$ cat src/rtl/rct_pkg.sv
package rct_pkg;
  localparam int BYTE_W = 8;

  typedef struct packed {
    logic ext_flag;  // bit 7
    logic ovf_flag;  // bit 6
    logic tx_baud;   // bit 5
    logic rx_baud;   // bit 4
    logic ext_en;    // bit 3
    logic cnt_ext;   // bit 2
    logic cap_sel;   // bit 1
    logic run;       // bit 0
  } ctrl_t;
endpackage

$ cat src/rtl/rct_sync_edge.sv
module rct_sync_edge #(
  parameter int STAGES = 2
) (
  input  logic clk,
  input  logic rst_n,
  input  logic pin_i,
  output logic fall_o
);
  logic [STAGES-1:0] sync_q;
  logic              last_q;

  always_ff @(posedge clk) begin
    if (!rst_n) begin
      sync_q <= '0;
      last_q <= 1'b0;
    end else begin
      sync_q <= {sync_q[STAGES-2:0], pin_i};
      last_q <= sync_q[STAGES-1];
    end
  end

  assign fall_o = last_q & ~sync_q[STAGES-1];


  single_fall_chk: assert property (@(posedge clk) disable iff (!rst_n)
    fall_o |=> !fall_o);
endmodule

$ cat src/rtl/rct_baud_div.sv
module rct_baud_div #(
  parameter int DIV = 16
) (
  input  logic clk,
  input  logic rst_n,
  input  logic ovf_i,
  output logic tick_o
);
  localparam int DW = (DIV > 1) ? $clog2(DIV) : 1;
  logic [DW-1:0] div_q;

  always_ff @(posedge clk) begin
    if (!rst_n) begin
      div_q  <= '0;
      tick_o <= 1'b0;
    end else begin
      tick_o <= 1'b0;
      if (ovf_i) begin
        if (div_q == DW'(DIV - 1)) begin
          div_q  <= '0;
          tick_o <= 1'b1;
        end else begin
          div_q <= div_q + 1'b1;
        end
      end
    end
  end


  tick_width_chk: assert property (@(posedge clk) disable iff (!rst_n)
    tick_o |=> !tick_o);
endmodule

$ cat src/rtl/rct_count_core.sv
module rct_count_core
  import rct_pkg::*;
#(
  parameter int WIDTH = 16
) (
  input  logic             clk,
  input  logic             rst_n,
  input  logic             ctl_wr_i,
  input  logic [7:0]       wdata_i,
  input  logic [WIDTH/8-1:0] cnt_byte_wr_i,
  input  logic [WIDTH/8-1:0] hold_byte_wr_i,
  input  logic             tick_i,
  input  logic             ext_fall_i,
  input  logic             trig_fall_i,
  output ctrl_t            ctl_o,
  output logic [WIDTH-1:0] cnt_o,
  output logic [WIDTH-1:0] hold_o,
  output logic             baud_ovf_o
);
  localparam int BYTES = WIDTH / 8;

  ctrl_t            ctl_q;
  logic [WIDTH-1:0] cnt_q, hold_q, cnt_d, hold_d;
  logic baud_mode, src, cnt_wr, inc, wrap, reload_sel, cap_evt, ext_evt;

  assign baud_mode  = ctl_q.rx_baud | ctl_q.tx_baud;
  assign src        = ctl_q.cnt_ext ? ext_fall_i : tick_i;
  assign cnt_wr     = |cnt_byte_wr_i;
  assign inc        = ctl_q.run & src & ~cnt_wr;
  assign wrap       = inc & (&cnt_q);
  assign reload_sel = baud_mode | ~ctl_q.cap_sel;
  assign cap_evt    = trig_fall_i & ctl_q.ext_en & ctl_q.cap_sel & ~baud_mode;
  assign ext_evt    = trig_fall_i & ctl_q.ext_en;

  always_comb begin
    cnt_d = cnt_q;
    for (int b = 0; b < BYTES; b++)
      if (cnt_byte_wr_i[b]) cnt_d[b*8 +: 8] = wdata_i;
    if (wrap)     cnt_d = reload_sel ? hold_q : '0;
    else if (inc) cnt_d = cnt_q + 1'b1;
  end

  always_comb begin
    hold_d = hold_q;
    if (|hold_byte_wr_i) begin
      for (int b = 0; b < BYTES; b++)
        if (hold_byte_wr_i[b]) hold_d[b*8 +: 8] = wdata_i;
    end else if (cap_evt) begin
      hold_d = cnt_q;
    end
  end

  always_ff @(posedge clk) begin
    if (!rst_n) begin
      ctl_q  <= '0;
      cnt_q  <= '0;
      hold_q <= '0;
    end else begin
      cnt_q  <= cnt_d;
      hold_q <= hold_d;
      if (ctl_wr_i) begin
        ctl_q.run     <= wdata_i[0];
        ctl_q.cap_sel <= wdata_i[1];
        ctl_q.cnt_ext <= wdata_i[2];
        ctl_q.ext_en  <= wdata_i[3];
        ctl_q.rx_baud <= wdata_i[4];
        ctl_q.tx_baud <= wdata_i[5];
        ctl_q.ovf_flag <= (ctl_q.ovf_flag & wdata_i[6]) | (wrap & ~baud_mode);
        ctl_q.ext_flag <= (ctl_q.ext_flag & wdata_i[7]) | ext_evt;
      end else begin
        ctl_q.ovf_flag <= ctl_q.ovf_flag | (wrap & ~baud_mode);
        ctl_q.ext_flag <= ctl_q.ext_flag | ext_evt;
      end
    end
  end

  assign ctl_o      = ctl_q;
  assign cnt_o      = cnt_q;
  assign hold_o     = hold_q;
  assign baud_ovf_o = wrap & baud_mode;


  run_off_chk: assert property (@(posedge clk) disable iff (!rst_n)
    (!ctl_q.run && !cnt_wr) |=> $stable(cnt_q));

  write_wins_chk: assert property (@(posedge clk) disable iff (!rst_n)
    cnt_byte_wr_i[0] |=> cnt_q[7:0] == $past(wdata_i));

  reload_chk: assert property (@(posedge clk) disable iff (!rst_n)
    (wrap && reload_sel) |=> cnt_q == $past(hold_q));

  baud_no_flag_chk: assert property (@(posedge clk) disable iff (!rst_n)
    (baud_mode && !ctl_wr_i) |=> !$rose(ctl_q.ovf_flag));

  ext_flag_chk: assert property (@(posedge clk) disable iff (!rst_n)
    ext_evt |=> ctl_q.ext_flag);
endmodule

$ cat src/rtl/reload_capture_timer.sv
module reload_capture_timer
  import rct_pkg::*;
#(
  parameter int WIDTH       = 16,
  parameter int SYNC_STAGES = 2,
  parameter int BAUD_DIV    = 16,
  localparam int BYTES      = WIDTH / 8,
  localparam int ADDR_W     = $clog2(2 * BYTES + 1)
) (
  input  logic              clk,
  input  logic              rst_n,
  input  logic              tick_i,
  input  logic              ext_count_i,
  input  logic              trig_i,
  input  logic              wr_en_i,
  input  logic [ADDR_W-1:0] wr_addr_i,
  input  logic [7:0]        wr_data_i,
  input  logic [ADDR_W-1:0] rd_addr_i,
  output logic [7:0]        rd_data_o,
  output logic              ovf_flag_o,
  output logic              ext_flag_o,
  output logic              baud_tick_o
);
  logic             ext_fall, trig_fall, ctl_wr, baud_ovf;
  logic [BYTES-1:0] cnt_byte_wr, hold_byte_wr;
  ctrl_t            ctl;
  logic [WIDTH-1:0] cnt, hold;

  rct_sync_edge #(.STAGES(SYNC_STAGES)) u_cnt_sync (
    .clk(clk), .rst_n(rst_n), .pin_i(ext_count_i), .fall_o(ext_fall));
  rct_sync_edge #(.STAGES(SYNC_STAGES)) u_trig_sync (
    .clk(clk), .rst_n(rst_n), .pin_i(trig_i), .fall_o(trig_fall));

  assign ctl_wr = wr_en_i && (wr_addr_i == '0);

  for (genvar b = 0; b < BYTES; b++) begin : g_dec
    assign cnt_byte_wr[b]  = wr_en_i && (wr_addr_i == ADDR_W'(b + 1));
    assign hold_byte_wr[b] = wr_en_i && (wr_addr_i == ADDR_W'(BYTES + b + 1));
  end

  rct_count_core #(.WIDTH(WIDTH)) u_core (
    .clk(clk), .rst_n(rst_n), .ctl_wr_i(ctl_wr), .wdata_i(wr_data_i),
    .cnt_byte_wr_i(cnt_byte_wr), .hold_byte_wr_i(hold_byte_wr),
    .tick_i(tick_i), .ext_fall_i(ext_fall), .trig_fall_i(trig_fall),
    .ctl_o(ctl), .cnt_o(cnt), .hold_o(hold), .baud_ovf_o(baud_ovf));

  rct_baud_div #(.DIV(BAUD_DIV)) u_baud (
    .clk(clk), .rst_n(rst_n), .ovf_i(baud_ovf), .tick_o(baud_tick_o));

  always_comb begin
    rd_data_o = '0;
    if (rd_addr_i == '0) rd_data_o = ctl;
    for (int b = 0; b < BYTES; b++) begin
      if (rd_addr_i == ADDR_W'(b + 1))         rd_data_o = cnt[b*8 +: 8];
      if (rd_addr_i == ADDR_W'(BYTES + b + 1)) rd_data_o = hold[b*8 +: 8];
    end
  end

  assign ovf_flag_o = ctl.ovf_flag;
  assign ext_flag_o = ctl.ext_flag;


  reset_out_chk: assert property (@(posedge clk) !rst_n |=> (!ovf_flag_o && !ext_flag_o && !baud_tick_o));
endmodule

$ cat config.mk
export PLATFORM = sky130hd
export DESIGN_NAME = reload_capture_timer
export DESIGN_NICKNAME = d
export VERILOG_FILES = /design/src/rtl/rct_pkg.sv /design/src/rtl/rct_sync_edge.sv /design/src/rtl/rct_baud_div.sv /design/src/rtl/rct_count_core.sv /design/src/rtl/reload_capture_timer.sv
export SDC_FILE = /design/constraint.sdc
export NUM_CORES = 1
export LEC_CHECK = 0
export ABC_AREA = 1
export BUFFER_PORTS_ARGS = -buffer_cell sky130_fd_sc_hd__buf_2
export CORE_ASPECT_RATIO = 1.75
export CORE_MARGIN = 5
export CORE_UTILIZATION = 30
export CTS_CLUSTER_DIAMETER = 100
export CTS_CLUSTER_SIZE = 30
export DETAILED_ROUTE_END_ITERATION = 16
export GPL_ROUTABILITY_DRIVEN = 0
export PLACE_DENSITY_LB_ADDON = 0.25
export SETUP_SLACK_MARGIN = 0.02
export SLEW_MARGIN = 20
export SYNTH_ARGS = -nofsm -noshare
export SYNTH_HDL_FRONTEND = slang
export SYNTH_HIERARCHICAL = 1
export SYNTH_SLANG_ARGS = --single-unit
$ cat constraint.sdc
create_clock -name clk -period 1.7 [get_ports clk]
set_input_delay 0.255 -clock clk [delete_from_list [all_inputs] [get_ports clk]]
set_output_delay 0.255 -clock clk [all_outputs]
set_load 0.02 [all_outputs]
==> metrics.md <==
| Metric | Value |
|---|---|
| Adder-Cell Fraction of Synth Area | `less than 1%` |
| Root Driver | `clkbuf_16` |
| Wirelength per Cell | `about 15 microns` |
| Synth Area in XOR/XNOR | `less than 1%` |
| Crit path DAT | `between 1500 and 2000 ps` |
| R2R Path End | `u_core/cnt_o[15]` |
| Met2 Wirelength | `around 6200 microns` |
| Setup crit end | `u_core/cnt_o[15]` |
| # rows | `50` |
| Vias in the first global route | `~3600` |
| Fin nets | `~640` |
| Num Clock Sinks | `a little over 50` |
| Syn avg cell area | `around 6 sq um` |
| R2R depth | `11` |
| CTS tree | `yes` |
| Top layer in use | `met4` |
| Cell accounting for the most synthesized area | `dfxtp_1` |
| DRT Pass-1 Iters | `5` |
| Die width | `about 90 microns` |
| Largest family of logic cells by synthesized area | `simple AND/OR/NAND/NOR gates` |
| Max-cap violation count | `0` |
| Sequential area share after synthesis | `between 30% and 40%` |
| # setup viols final | `0` |
| Slew HR | `between 70% and 80%` |
| CTS HTree Levels | `2` |
| Slowest cell on crit path | `dfxtp_2` |
| Worst path max stage delay | `350 ps` |
| Worst-margin pin slew | `around 300 ps` |
| Clk_lat worst skew | `between 200 and 300 ps` |
| Layout cells sized above 1 | `23.1%` |
| Peak fanout along the critical path | `5` |
| Worst EP required | `about 1900 ps` |
| Ordered cell list for the critical path | `ha_4 -> nand2_4 -> nor2_4 -> buf_6 -> nand2_8 -> nor2_4 -> nand2_4 -> nor2_4 -> nor2_1 -> nor2_1 -> nor2_1` |
| Core area | `between 10000 and 15000 sq um` |
| Top post-synthesis cells by area | `dfxtp_1, nand2_1, inv_1` |
| Flop2flop setup slack | `approximately 22 ps` |
| Top cells by count, synth | `nand2_1, inv_1, dfxtp_1` |
| Leak pwr | `around 0.0019 uW` |
| GRT overflow | `0` |
| Min Tclk post-route | `roughly 1700 ps` |
| Initial DRC Count | `around 280` |
| CP Class | `reg -> reg` |
| Post-synth ARST share | `0%` |
| EDFF count, synth | `0` |
| Ys flop type | `dfxtp_1` |
| Initial antenna violation count | `0` |
| Number of synthesized register bits | `a little over 50` |
| Synth Cell Area | `~3300 sq um` |
| Peak VDD IR | `707 uV` |
| PortBufs | `30` |
| Simple-Gate Fraction of Synth Area | `between 40% and 50%` |
| Synth warnings | `6` |
| Worst Hold Class | `in -> reg` |
| Worst Setup End Kind | `flip-flop` |
| Routed met3 length | `about 450 microns` |
| Cell depth of the worst setup path | `11` |
| Worst r2r src | `u_core/cnt_o[0]` |
| Dpl cells | `731` |
| Power Density | `approximately 640 nW/um^2` |
| Family with the most delay on the worst path | `simple AND/OR/NAND/NOR gates` |
| Die height | `148 microns` |
| Starting Density | `30.5%` |
| Status | `complete, no violations` |
| Post-Syn Instances | `541` |
| RSZ-0062 raised after global routing | `true` |
| Vias per inst | `~5.1` |
| P&R area growth vs syn | `29.1%` |
| Compound-cell area share of the yosys netlist | `between 10% and 20%` |
| CTS max path bufs | `2` |
| Crit path launch | `u_core/cnt_o[0]` |
| Buffer and inverter count on the worst path | `1` |
| Finished Layout Cells | `~750` |
| I/O pins | `31` |
| First-pass GRT wire length | `~18000 microns` |
| Die area | `13100 sq um` |
| Syn_nets | `approximately 560` |
| Hpwl dp | `between 8000 and 9000 microns` |
| Metal-1 WL | `4080 microns` |
| Diode count | `0` |
| Final Util | `39.4%` |
| Clock Pin Slew Worst Setup and Hold Paths | `around 70 ps` |
| Via count | `~3800` |
| Largest net degree at the start of global routing | `34` |
| Synth cell types | `30` |
| Fin crit share | `a little over nine tenths` |
| Proportion of synthesized area in mux cells | `0%` |
| Yosys top cell area share | `between 30% and 40%` |
| Tot GR Track Use | `between 15 and 20%` |
| Detail Route Antenna Nets | `0` |
| CTS Buf Count | `5` |
| Worst clock skew | `~2.4 ps` |
| Hold Fails Final Rpt | `0` |
| Routed Wire Length | `11400 microns` |
| Maximum clock rate | `596 MHz` |
| Most frequent cell after synthesis | `nand2_1` |
| Crit path launch type | `flip-flop` |
| DRC violations left | `0` |
| Final count of pins violating max slew | `0` |
worst min-delay path: cells and delay by family:
kind	cells	cell delay [ps]
AND/OR/NAND/NOR	1	40
buffers and inverters	2	120
area by class of cell:
cell class	count	area [sq um]
timing repair buffer	80	571
clock buffer	6	139
inverter	80	300
fill	1128	6480
tap	130	163
sequential	51	1030
clock inverter	1	5.00
multi-input combinational	397	2010
routing by layer:
| layer | track usage (%) | vias to the layer above |
|---|---|---|
| met5 | 0 | - |
| met4 | 11.3 | 0 |
| met3 | 2.01 | 45 |
| met2 | 32.3 | 133 |
| met1 | 18.4 | 1713 |
| li1 | - | 1874 |
registers in the layout, indices dropped and copies added (netlist names):
| signal | cells |
|---|---|
| u_core/cnt_o | 16 |
| u_cnt_sync/last_q | 1 |
| u_cnt_sync/sync_q | 2 |
| u_core/hold_o | 16 |
| u_baud/div_q | 4 |
| u_trig_sync/last_q | 1 |
| u_trig_sync/sync_q | 2 |
| u_baud/tick_o | 1 |
| u_core/ctl_o | 8 |
timing repair:
| action | in CTS | in global routing |
|---|---|---|
| pin swaps | 5 | 16 |
| setup buffers | 3 | 4 |
| hold buffers | 0 | 0 |
| endpoints found under the hold margin | 0 | 0 |
| gates resized for setup | 4 | 28 |
| endpoints found under the setup margin | 4 | 19 |
layout by cell type (no fill, tap or decap), types with 6 or more instances in the layout:
cell type / n
nand2_1: 169
inv_1: 75
dfxtp_1: 47
o21ai_0: 46
nor2_1: 45
buf_4: 45
nand3_1: 35
buf_2: 30
a31oi_1: 14
nand4_1: 13
a21oi_1: 9
nor2_4: 9
nand2_2: 8
nand3_2: 8
nor2_2: 6
o21ai_1: 6
a21oi_2: 6
logic make-up after synthesis:
kind of cell,count (synthesis)
simple gates,307
buf+inv,93
compound gates,86
flops,51
xor+xnor,2
fa+ha+maj,2
how the worst min path moves through the flow:
stage                                from                    end  depth (start not counted)
detailed placement   u_cnt_sync/sync_q[0]   u_cnt_sync/sync_q[1]                          2
CTS                           ext_count_i   u_cnt_sync/sync_q[0]                          3
global route                       trig_i  u_trig_sync/sync_q[0]                          3
finish                             trig_i  u_trig_sync/sync_q[0]                          3
floorplan                           rst_n   u_cnt_sync/sync_q[0]                          2
global placement    u_trig_sync/sync_q[0]  u_trig_sync/sync_q[1]                          2
power by group:
part / switching [uW] / internal, uW / total [uW]
Combinational: 264 / 154 / 419
Clock: 447 / 576 / 1020
Sequential: 31.3 / 1240 / 1270
metrics by stage:
stage / hold WS [ps] / power, uW / setup slack (ps) / cell area (sq um) / setup TNS [ps]
after floorplan: 348 / 1510 / 22.8 / 3270 / 0
after global placement: 399 / 1700 / -53.2 / 3880 / -53.2
after detailed placement: 404 / 1700 / -49.5 / 3880 / -80.3
after CTS: 141 / 2730 / 2.05 / 4070 / 0
after global routing: 169 / 2820 / -47.6 / 4210 / -198
final: 146 / 2710 / 21.5 / 4210 / 0
Note: power is estimated with default switching activity, not from simulation.
